$ cat config.mk
export PLATFORM = sky130hd
export DESIGN_NAME = osd_dot_size_gen
export DESIGN_NICKNAME = d
export VERILOG_FILES = /design/src/rtl/osd_dot_pkg.sv /design/src/rtl/osd_hsync_sync.sv /design/src/rtl/osd_hdot_div.sv /design/src/rtl/osd_vdot_div.sv /design/src/rtl/osd_dot_size_gen.sv
export SDC_FILE = /design/constraint.sdc
export NUM_CORES = 1
export LEC_CHECK = 0
export BUFFER_PORTS_ARGS = -buffer_cell sky130_fd_sc_hd__buf_4
export CAP_MARGIN = 20
export CORE_MARGIN = 2
export CORE_UTILIZATION = 31
export CTS_CLUSTER_DIAMETER = 40
export CTS_CLUSTER_SIZE = 12
export DETAILED_ROUTE_END_ITERATION = 10
export HOLD_SLACK_MARGIN = 0.06
export PLACE_DENSITY = 0.48
export SYNTH_ARGS = -nofsm -noshare
export SYNTH_HDL_FRONTEND = slang
export SYNTH_SLANG_ARGS = --single-unit
$ cat constraint.sdc
create_clock -name clk -period 4.52 [get_ports clk]
set_clock_uncertainty 0.1 [all_clocks]
set_input_delay 0.904 -clock clk [delete_from_list [all_inputs] [get_ports clk]]
set_output_delay 0.904 -clock clk [all_outputs]
set_load 0.02 [all_outputs]
$ cat src/rtl/osd_dot_pkg.sv
package osd_dot_pkg;

    // Source choice; both upper codes select the main-clock tick
    typedef enum logic [1:0] {
        SRC_SLICER   = 2'b00,
        SRC_OSC      = 2'b01,
        SRC_MAIN     = 2'b10,
        SRC_MAIN_ALT = 2'b11
    } clk_src_e;

    // Horizontal width codes; the top code repeats the widest size
    typedef enum logic [1:0] {
        HW_1TC     = 2'b00,
        HW_2TC     = 2'b01,
        HW_3TC     = 2'b10,
        HW_3TC_ALT = 2'b11
    } hwidth_e;

    // Vertical height codes
    typedef enum logic [1:0] {
        VH_HALF  = 2'b00,
        VH_ONE   = 2'b01,
        VH_TWO   = 2'b10,
        VH_THREE = 2'b11
    } vheight_e;

    localparam int MAX_HWIDTH  = 3;
    localparam int MAX_VLINES  = 12;
    localparam int HW_W        = $clog2(MAX_HWIDTH + 1);
    localparam int VL_W        = $clog2(MAX_VLINES + 1);

    typedef struct packed {
        clk_src_e src;
        logic     div3;
        hwidth_e  hw;
        vheight_e vh;
        logic     bi_scan;
    } dot_cfg_t;

    localparam dot_cfg_t CFG_RESET = '{
        src:     SRC_SLICER,
        div3:    1'b0,
        hw:      HW_1TC,
        vh:      VH_HALF,
        bi_scan: 1'b0
    };

    // Dot width in base periods
    function automatic logic [HW_W-1:0] hwidth_tc(input hwidth_e hw);
        logic [HW_W-1:0] n;
        unique case (hw)
            HW_1TC:     n = HW_W'(1);
            HW_2TC:     n = HW_W'(2);
            HW_3TC:     n = HW_W'(3);
            HW_3TC_ALT: n = HW_W'(3);
            default:    n = HW_W'(3);
        endcase
        return n;
    endfunction

    // Dot height in line events, doubled in double-scan mode
    function automatic logic [VL_W-1:0] vheight_lines(input vheight_e vh, input logic bi);
        logic [VL_W-1:0] n;
        unique case (vh)
            VH_HALF:  n = VL_W'(1);
            VH_ONE:   n = VL_W'(2);
            VH_TWO:   n = VL_W'(4);
            VH_THREE: n = VL_W'(6);
            default:  n = VL_W'(6);
        endcase
        if (bi) begin
            n = n << 1;
        end
        return n;
    endfunction

endpackage

$ cat src/rtl/osd_hsync_sync.sv
module osd_hsync_sync #(
    parameter int STAGES = 2
) (
    input  logic clk,
    input  logic rst_n,
    input  logic hsync_in,
    output logic hs_event
);

    typedef enum logic {
        SY_LOW  = 1'b0,
        SY_HIGH = 1'b1
    } sync_state_e;

    logic [STAGES-1:0] chain;
    logic              level;
    sync_state_e       state_q;
    sync_state_e       state_d;
    logic              event_d;

    // Synchroniser chain, one flop per stage
    for (genvar g = 0; g < STAGES; g++) begin : g_stage
        if (g == 0) begin : g_first
            always_ff @(posedge clk or negedge rst_n) begin
                if (!rst_n) begin
                    chain[0] <= 1'b0;
                end else begin
                    chain[0] <= hsync_in;
                end
            end
        end else begin : g_next
            always_ff @(posedge clk or negedge rst_n) begin
                if (!rst_n) begin
                    chain[g] <= 1'b0;
                end else begin
                    chain[g] <= chain[g-1];
                end
            end
        end
    end

    assign level = chain[STAGES-1];

    // Next-state logic
    always_comb begin
        state_d = state_q;
        event_d = 1'b0;
        unique case (state_q)
            SY_LOW: begin
                if (level) begin
                    state_d = SY_HIGH;
                    event_d = 1'b1;
                end
            end
            SY_HIGH: begin
                if (!level) begin
                    state_d = SY_LOW;
                end
            end
            default: state_d = SY_LOW;
        endcase
    end

    // State register
    always_ff @(posedge clk or negedge rst_n) begin
        if (!rst_n) begin
            state_q <= SY_LOW;
        end else begin
            state_q <= state_d;
        end
    end

    // Output register
    always_ff @(posedge clk or negedge rst_n) begin
        if (!rst_n) begin
            hs_event <= 1'b0;
        end else begin
            hs_event <= event_d;
        end
    end

    // one event per rising level, never two in a row
    a_r8_single_event: assert property (@(posedge clk) disable iff (!rst_n)
        hs_event |=> !hs_event);

    // an event only follows a high synchronised level
    a_r8_event_from_level: assert property (@(posedge clk) disable iff (!rst_n)
        hs_event |-> $past(level));

endmodule

$ cat src/rtl/osd_hdot_div.sv
module osd_hdot_div
    import osd_dot_pkg::*;
(
    input  logic     clk,
    input  logic     rst_n,
    input  logic     tick_slicer,
    input  logic     tick_osc,
    input  logic     tick_main,
    input  clk_src_e src,
    input  logic     div3,
    input  hwidth_e  hw,
    input  logic     restart,
    output logic     dot_stb
);

    typedef enum logic [1:0] {
        PD_0 = 2'b00,
        PD_1 = 2'b01,
        PD_2 = 2'b10
    } pd_state_e;

    pd_state_e       pd_q;
    pd_state_e       pd_d;
    logic            tc_done;
    logic            tick_sel;
    logic [HW_W-1:0] dc_q;
    logic [HW_W-1:0] hw_lim;
    logic            dot_d;

    // Source multiplexer
    always_comb begin
        unique case (src)
            SRC_SLICER:   tick_sel = tick_slicer;
            SRC_OSC:      tick_sel = tick_osc;
            SRC_MAIN:     tick_sel = tick_main;
            SRC_MAIN_ALT: tick_sel = tick_main;
            default:      tick_sel = tick_main;
        endcase
    end

    assign hw_lim = hwidth_tc(hw);

    // Pre-divider next state
    always_comb begin
        pd_d    = pd_q;
        tc_done = 1'b0;
        unique case (pd_q)
            PD_0: begin
                if (tick_sel) begin
                    pd_d = PD_1;
                end
            end
            PD_1: begin
                if (tick_sel) begin
                    if (div3) begin
                        pd_d = PD_2;
                    end else begin
                        pd_d    = PD_0;
                        tc_done = 1'b1;
                    end
                end
            end
            PD_2: begin
                if (tick_sel) begin
                    pd_d    = PD_0;
                    tc_done = 1'b1;
                end
            end
            default: pd_d = PD_0;
        endcase
    end

    // Pre-divider state register
    always_ff @(posedge clk or negedge rst_n) begin
        if (!rst_n) begin
            pd_q <= PD_0;
        end else if (restart) begin
            pd_q <= PD_0;
        end else begin
            pd_q <= pd_d;
        end
    end

    assign dot_d = tc_done && (dc_q == hw_lim - HW_W'(1));

    // Dot counter and strobe
    always_ff @(posedge clk or negedge rst_n) begin
        if (!rst_n) begin
            dc_q    <= '0;
            dot_stb <= 1'b0;
        end else if (restart) begin
            dc_q    <= '0;
            dot_stb <= 1'b0;
        end else begin
            dot_stb <= dot_d;
            if (tc_done) begin
                dc_q <= dot_d ? '0 : dc_q + HW_W'(1);
            end
        end
    end

    // a dot needs at least two ticks, so strobes never touch
    a_r3_no_back_to_back: assert property (@(posedge clk) disable iff (!rst_n)
        dot_stb |=> !dot_stb);

    // a restart clears the strobe and the pre-divider phase
    a_r9_restart_clears: assert property (@(posedge clk) disable iff (!rst_n)
        restart |=> (!dot_stb && pd_q == PD_0));

    // without divide-by-3 the second tick closes the base period
    a_r4_div2_wrap: assert property (@(posedge clk) disable iff (!rst_n)
        (!div3 && pd_q == PD_1 && tick_sel && !restart) |=> (pd_q == PD_0));

    // a strobe is always caused by a tick of the selected source
    a_r2_dot_from_tick: assert property (@(posedge clk) disable iff (!rst_n)
        dot_stb |-> $past(tick_sel));

endmodule

$ cat src/rtl/osd_vdot_div.sv
module osd_vdot_div
    import osd_dot_pkg::*;
(
    input  logic     clk,
    input  logic     rst_n,
    input  logic     hs_event,
    input  logic     clear,
    input  vheight_e vh,
    input  logic     bi_scan,
    output logic     line_stb
);

    logic [VL_W-1:0] vc_q;
    logic [VL_W-1:0] v_lim;
    logic            last_line;

    assign v_lim     = vheight_lines(vh, bi_scan);
    assign last_line = (vc_q >= v_lim - VL_W'(1));

    // Line event counter and strobe
    always_ff @(posedge clk or negedge rst_n) begin
        if (!rst_n) begin
            vc_q     <= '0;
            line_stb <= 1'b0;
        end else if (clear) begin
            vc_q     <= '0;
            line_stb <= 1'b0;
        end else begin
            line_stb <= hs_event && last_line;
            if (hs_event) begin
                vc_q <= last_line ? '0 : vc_q + VL_W'(1);
            end
        end
    end

    // each row strobe is caused by a line event
    a_r6_line_on_event: assert property (@(posedge clk) disable iff (!rst_n)
        line_stb |-> $past(hs_event));

    // a block start clears the strobe
    a_r10_clear_line: assert property (@(posedge clk) disable iff (!rst_n)
        clear |=> !line_stb);

    // the count never passes the largest height
    a_r7_count_bound: assert property (@(posedge clk) disable iff (!rst_n)
        vc_q < VL_W'(MAX_VLINES));

endmodule

$ cat src/rtl/osd_dot_size_gen.sv
module osd_dot_size_gen
    import osd_dot_pkg::*;
#(
    parameter int SYNC_STAGES = 2
) (
    input  logic       clk,
    input  logic       rst_n,
    input  logic       tick_slicer,
    input  logic       tick_osc,
    input  logic       tick_main,
    input  logic [1:0] src_sel,
    input  logic       prediv3,
    input  logic       cc_mode,
    input  logic [3:0] size_field,
    input  logic       bi_scan,
    input  logic       blk_start,
    input  logic       hsync,
    output logic       dot_stb,
    output logic       line_stb
);

    dot_cfg_t cfg_q;
    logic     hs_event;
    logic     div3_eff;
    logic     h_restart;

    // Settings captured at the start of each display block
    always_ff @(posedge clk or negedge rst_n) begin
        if (!rst_n) begin
            cfg_q <= CFG_RESET;
        end else if (blk_start) begin
            cfg_q <= '{
                src:     clk_src_e'(src_sel),
                div3:    prediv3,
                hw:      hwidth_e'(size_field[1:0]),
                vh:      vheight_e'(size_field[3:2]),
                bi_scan: bi_scan
            };
        end
    end

    // Closed-caption mode vetoes the divide-by-3 request live
    assign div3_eff  = cfg_q.div3 & ~cc_mode;
    assign h_restart = hs_event | blk_start;

    osd_hsync_sync #(
        .STAGES (SYNC_STAGES)
    ) u_sync (
        .clk      (clk),
        .rst_n    (rst_n),
        .hsync_in (hsync),
        .hs_event (hs_event)
    );

    osd_hdot_div u_hdiv (
        .clk         (clk),
        .rst_n       (rst_n),
        .tick_slicer (tick_slicer),
        .tick_osc    (tick_osc),
        .tick_main   (tick_main),
        .src         (cfg_q.src),
        .div3        (div3_eff),
        .hw          (cfg_q.hw),
        .restart     (h_restart),
        .dot_stb     (dot_stb)
    );

    osd_vdot_div u_vdiv (
        .clk      (clk),
        .rst_n    (rst_n),
        .hs_event (hs_event),
        .clear    (blk_start),
        .vh       (cfg_q.vh),
        .bi_scan  (cfg_q.bi_scan),
        .line_stb (line_stb)
    );

    // settings hold between block starts
    a_r10_cfg_hold: assert property (@(posedge clk) disable iff (!rst_n)
        !blk_start |=> $stable(cfg_q));

    // a block start silences the dot strobe on the next cycle
    a_r10_blk_clears_dot: assert property (@(posedge clk) disable iff (!rst_n)
        blk_start |=> !dot_stb);

endmodule

[Word level (Yosys, flattened, before mapping)]
Cells that the tools add are included.
Word-level totals
  flip-flop bits (word level): 22
  output and inout bits: 2
Operators by class
  add/sub/neg operators: 4
  $lt $le $gt $ge: 1
  equality and inequality tests: 15
  muxes and demuxes: 24
  bitwise logic cells: 3
  reduce and logical (&&, ||, !) cells: 11
Operators with widths (count)
  two-way mux 2 bit: 8
  two-way mux 4 bit: 4
  one-hot mux 4 bit (4 select lines): 1
  == test 2 bit (second input constant): 7
  one-hot mux 2 bit (3 select lines): 2
  inequality test 3 x 2 -> 1 bit (second input constant): 3
  == test 2 x 1 -> 1 bit (second input constant): 4
  logical NOT 2 bit: 4
  two-way mux 1 bit: 7
  adder 4 x 1 -> 4 bit (second input constant): 1
  >= comparator 4 bit: 1
  nonzero test 2 bit: 2
  OR reduction 2 bit: 2
  subtractor 4 x 1 -> 4 bit (second input constant): 1
  one-hot mux 1 bit (3 select lines): 1
  AND reduction 3 bit: 1
  adder 2 x 1 -> 2 bit (second input constant): 1
  == test 2 bit: 1
  logical AND 1 bit: 2
  one-hot mux 1 bit (2 select lines): 1
  subtractor 2 x 1 -> 2 bit (second input constant): 1
  bitwise AND 1 bit: 1
  inverter 1 bit: 1
  bitwise OR 1 bit: 1

[Depth between registers and ports, before layout]
  depth in word-level cells: 9
  mapped depth: 7
  mapped depth without buffers: 7

[By module]
A second synthesis with hierarchy kept.
Unflattened totals
  cell total of the unflattened synthesis: 98
  area, all modules: 1192.4 sq um
By module, submodules not included
  osd_vdot_div: times used 1, cells an instance 38, area each 390.4 sq um, sequential area each 125.1 sq um
  osd_dot_size_gen: times used 1, cells an instance 19, area each 344.1 sq um, sequential area each 200.2 sq um
  osd_hdot_div: times used 1, cells an instance 36, area each 344.1 sq um, sequential area each 125.1 sq um
  osd_hsync_sync: times used 1, cells an instance 5, area each 113.9 sq um, sequential area each 100.1 sq um

[Worst setup path before layout]
Ideal clock, no wire load.
  path type: register to register
  start point: reg cfg_q[1] (netlist bit)
  end point: reg u_vdiv.vc_q[1]
  setup time: 77 ps
  data arrival time: 1842 ps
  required time: 4343 ps
  slack: 2501 ps
  stages on the path, launching flop included: 7
  path buffers: 0
  period minus slack after synthesis: 2019 ps
  cells stage by stage: dfrtp_1 or3_1 ha_1 nand2b_4 a2111oi_4 o211ai_1 a21oi_1
Between the ends
  longest elaborated chain between the ends: 8
  elaborated cells on any way between the ends: 11
  those cells by class: add/sub (1); order compare (1); eq/ne (3); mux (5); reduce/logical (1)
RTL lines
  start: declaration: line osd_dot_size_gen.sv:22  | dot_cfg_t cfg_q;
  start signal: assignment: line osd_dot_size_gen.sv:32  | cfg_q <= '{
  == test 2 bit, or another cell as far along: line osd_dot_pkg.sv:64  | unique case (vh)
  one-hot mux 4 bit (4 select lines) *: line osd_dot_pkg.sv:64
  two-way mux 4 bit *: line osd_dot_pkg.sv:71  | if (bi) begin
  subtractor 4 x 1 -> 4 bit *: line osd_vdot_div.sv:18  | assign last_line = (vc_q >= v_lim - VL_W'(1));
  >= comparator 4 bit *: line osd_vdot_div.sv:18
  two-way mux 4 bit *: line osd_vdot_div.sv:31  | vc_q <= last_line ? '0 : vc_q + VL_W'(1);
  two-way mux 4 bit *: line osd_vdot_div.sv:30  | if (hs_event) begin
  two-way mux 4 bit *: line osd_vdot_div.sv:25  | end else if (clear) begin
  end signal: assignment: line osd_vdot_div.sv:31
  end: declaration: line osd_vdot_div.sv:13  | logic [VL_W-1:0] vc_q;
Mark *: on every way between the ends. The rest lies on a longest branch, timed or not. The select of a mux whose other input is x is not followed.
A chain may end at the register's enable or synchronous reset.

[Worst setup path after layout]
Ends and elaborated chain as after synthesis.

==> flow_summary.yaml <==
status:
  outcome: "finished clean"
finish:
  regArea_sq_um: 550.5
  multi_input_area_sq_um: 605.6
  postLayoutCoreUtil: 0.3852
  diodes: 0
  nets: 143
  area_growth_pct: 19.39
  layout-drive-gt1-share: 0.2991
  fillers: 357
routing:
  first_pass_iters: 2
  routed_wl_microns: 2060
  drt-initial-drc-count: 18
  wl_per_cell_microns: 12.48
  num_vias: 778
  drc: 0
  ant_nets: 0
  routed_via_density: 4.715
timing:
  fin_setup_tns_ns: 0
  period_minus_slack_ns: 2.197
  final_max_slew_viol_count: 0
  rsz0062_at_grt: "false"
  finalCritPeriodShare: 0.4860
  layout_setup_ws_ns: 2.323
  relSlewSlack: 0.7316
  worst-slew-pin-transition_ns: 0.4027
  finalSetupViolations: 0
  timing.fmax_mhz: 455.2
  hold_ws_ns: 0.2606
  hold_viol_final: 0
clock_tree:
  cts_buffers: 3
  cts_resized: 0
  cts_tree: "yes"
  cts.path.max_buffers: 2
  htreeDepth: 1
  clk_pin_slew_worst_paths_ns: 0.08
  clock_latency_ns: 0.26
  cts_root_buffer: "clkbuf_8"
  post_cts_buffers: 0
  clock_sinks: 22
  postCtsHoldBufs: 0
setup_path:
  critPathArrivalTime_ns: 2.28
  criticalPathCategory: "reg -> reg"
  timing.rr.end: "u_vdiv.vc_q[1]"
  r2r_start: "cfg_q[1]"
  reg2regPathDepth: 6
  cp-startpoint: "cfg_q[1]"
  required_ns: 4.61
  critical_path.endpoint_type: "flop"
  critPathCapture: "u_vdiv.vc_q[1]"
  cp-start-kind: "flop"
  path_max_fanout: 5
  rrSetupSlack_ns: 2.32
yosys:
  syn_nets: 124
  synth_edf_count: 0
  synth_async_sr_flop_share: 1.000
  synth_warnings: 0
  avgSynthCellArea_sq_um: 11.93
  synth_cells: 99
  synth_cell_type_count: 35
  seq_area_frac_synth: 0.4661
  syn_area_sq_mm: 0.001181
  ys_ff_latch: 22
  ys.flop_type: "dfrtp_1"
global_route:
  grt_pass1_wl_microns: 3746
  first_global_vias: 844
  use_met1: 0.1517
  grt_max_degree: 23
  use_met3: 0.02226
  grt-busiest-layer: "met2"
  grt_antenna_before_repair: 0
  overflow: 0
  grt_util_all_layers: 0.1147
  gr-usage-met2: 0.1755
hold_path:
  hold_path_class: "reg -> reg"
die:
  die-height_microns: 65.73
  initial_core_util: 0.3226
  row_count: 22
  io_pins: 18
  die_x_microns: 65.73
  die-area_sq_mm: 0.004320
  core_sq_mm: 0.003661
power_and_ir_drop:
  cellLeakagePower_nw: 0.6245
  power_density_mw_per_mm2: 314.4
  vdd_drop_max_mv: 0.1190
flow_run:
  maxCapViolCount: 0
placed_design:
  gp_congestion: 0.6991
  port_buffers: 17
  dp_hpwl_microns: 1491
  dp_slack_ns: 2.350
-- synthesized netlist by cell type (2+ instances only) --
cell type,number,area [sq um]
nand3_1,3,15.01
nand4b_1,2,17.52
a21oi_1,4,20.02
buf_2,2,10.01
mux2_2,8,90.09
dfrtp_1,22,550.5
inv_1,3,11.26
nor2b_1,2,12.51
nor4b_1,2,17.52
ha_1,9,112.6
nand2b_1,4,25.02
o21ai_0,3,15.01
o211ai_1,2,15.01
mux2i_1,4,40.04
nor2_1,3,11.26
nand2_1,7,26.28
-- critical path, stage by stage (launching register included) --
cell and delay, ns:
dfrtp_1 0.44, or3_1 0.38, ha_1 0.28, nand2b_4 0.15
a2111oi_4 0.46, o211ai_1 0.15, a21oi_1 0.16
-- per-layer routing --
layer,vias to the layer above,wire length [microns]
li1,396,-
met1,366,1053
met2,14,911
met3,2,71
met4,0,23
met5,-,0
-- where the power goes --
part | internal, mW | switching (mW)
clock | 0.0776 | 0.0633
combinational | 0.0442 | 0.0373
sequential | 0.209 | 0.0119
total | 0.331 | 0.113
-- area by class of cell --
cell class              instances  area share
clock buffers                   4     0.03904
flip-flops and latches         22      0.3904
inverters                       3    0.007986
well taps                      48     0.04259
repair buffers                 17     0.09051
multi-input cells              71      0.4295
-- stage by stage --
stage / total power, mW / instances / instance area, sq um
global placement: 0.3045 / 161 / 1355
global route: 0.4704 / 165 / 1410
finish: 0.4433 / 165 / 1410
detailed placement: 0.3077 / 161 / 1355
CTS: 0.4508 / 165 / 1410
floorplan: 0.2811 / 99 / 1181
-- layout by cell type (no fill, tap or decap), types with 3 or more instances in the layout --
cell type | netlist | layout
a21oi_1 | 4 | 4
nand3_1 | 3 | 3
nand2_1 | 7 | 7
nand2b_1 | 4 | 4
clkbuf_8 | 0 | 4
o21ai_0 | 3 | 3
dfrtp_1 | 22 | 22
mux2_2 | 8 | 8
inv_1 | 3 | 3
nor2_1 | 3 | 3
ha_1 | 9 | 9
buf_4 | 0 | 17
mux2i_1 | 4 | 4
-- registers in the layout, indices dropped and copies added, names as in the netlist --
name and count:
cfg_q 8, u_vdiv.vc_q 4, u_hdiv.dc_q 2, u_hdiv.pd_q 2, u_hdiv.dot_stb 1, u_sync.chain 1, u_sync.hs_event 1, u_sync.level 1
u_sync.state_q 1, u_vdiv.line_stb 1
-- how the worst min path moves through the flow --
stage	from	cells past startpoint	to
CTS	u_sync.chain[0]	0	u_sync.level
global route	u_sync.chain[0]	0	u_sync.level
finish	u_sync.chain[0]	0	u_sync.level
global placement	u_sync.chain[0]	0	u_sync.level
detailed placement	u_sync.chain[0]	0	u_sync.level
floorplan	u_sync.chain[0]	0	u_sync.level
-- cell families after synthesis --
| logic type | share of synthesized area |
|---|---|
| DFF | 0.4661 |
| buffers and inverters | 0.02118 |
| muxes | 0.1419 |
| and+or+nand+nor | 0.1642 |
| adders and majority gates | 0.09534 |
| AOI/OAI and AO/OA | 0.1038 |
| xor gates and xnor gates | 0.007417 |
(Power assumes the default switching activity.)
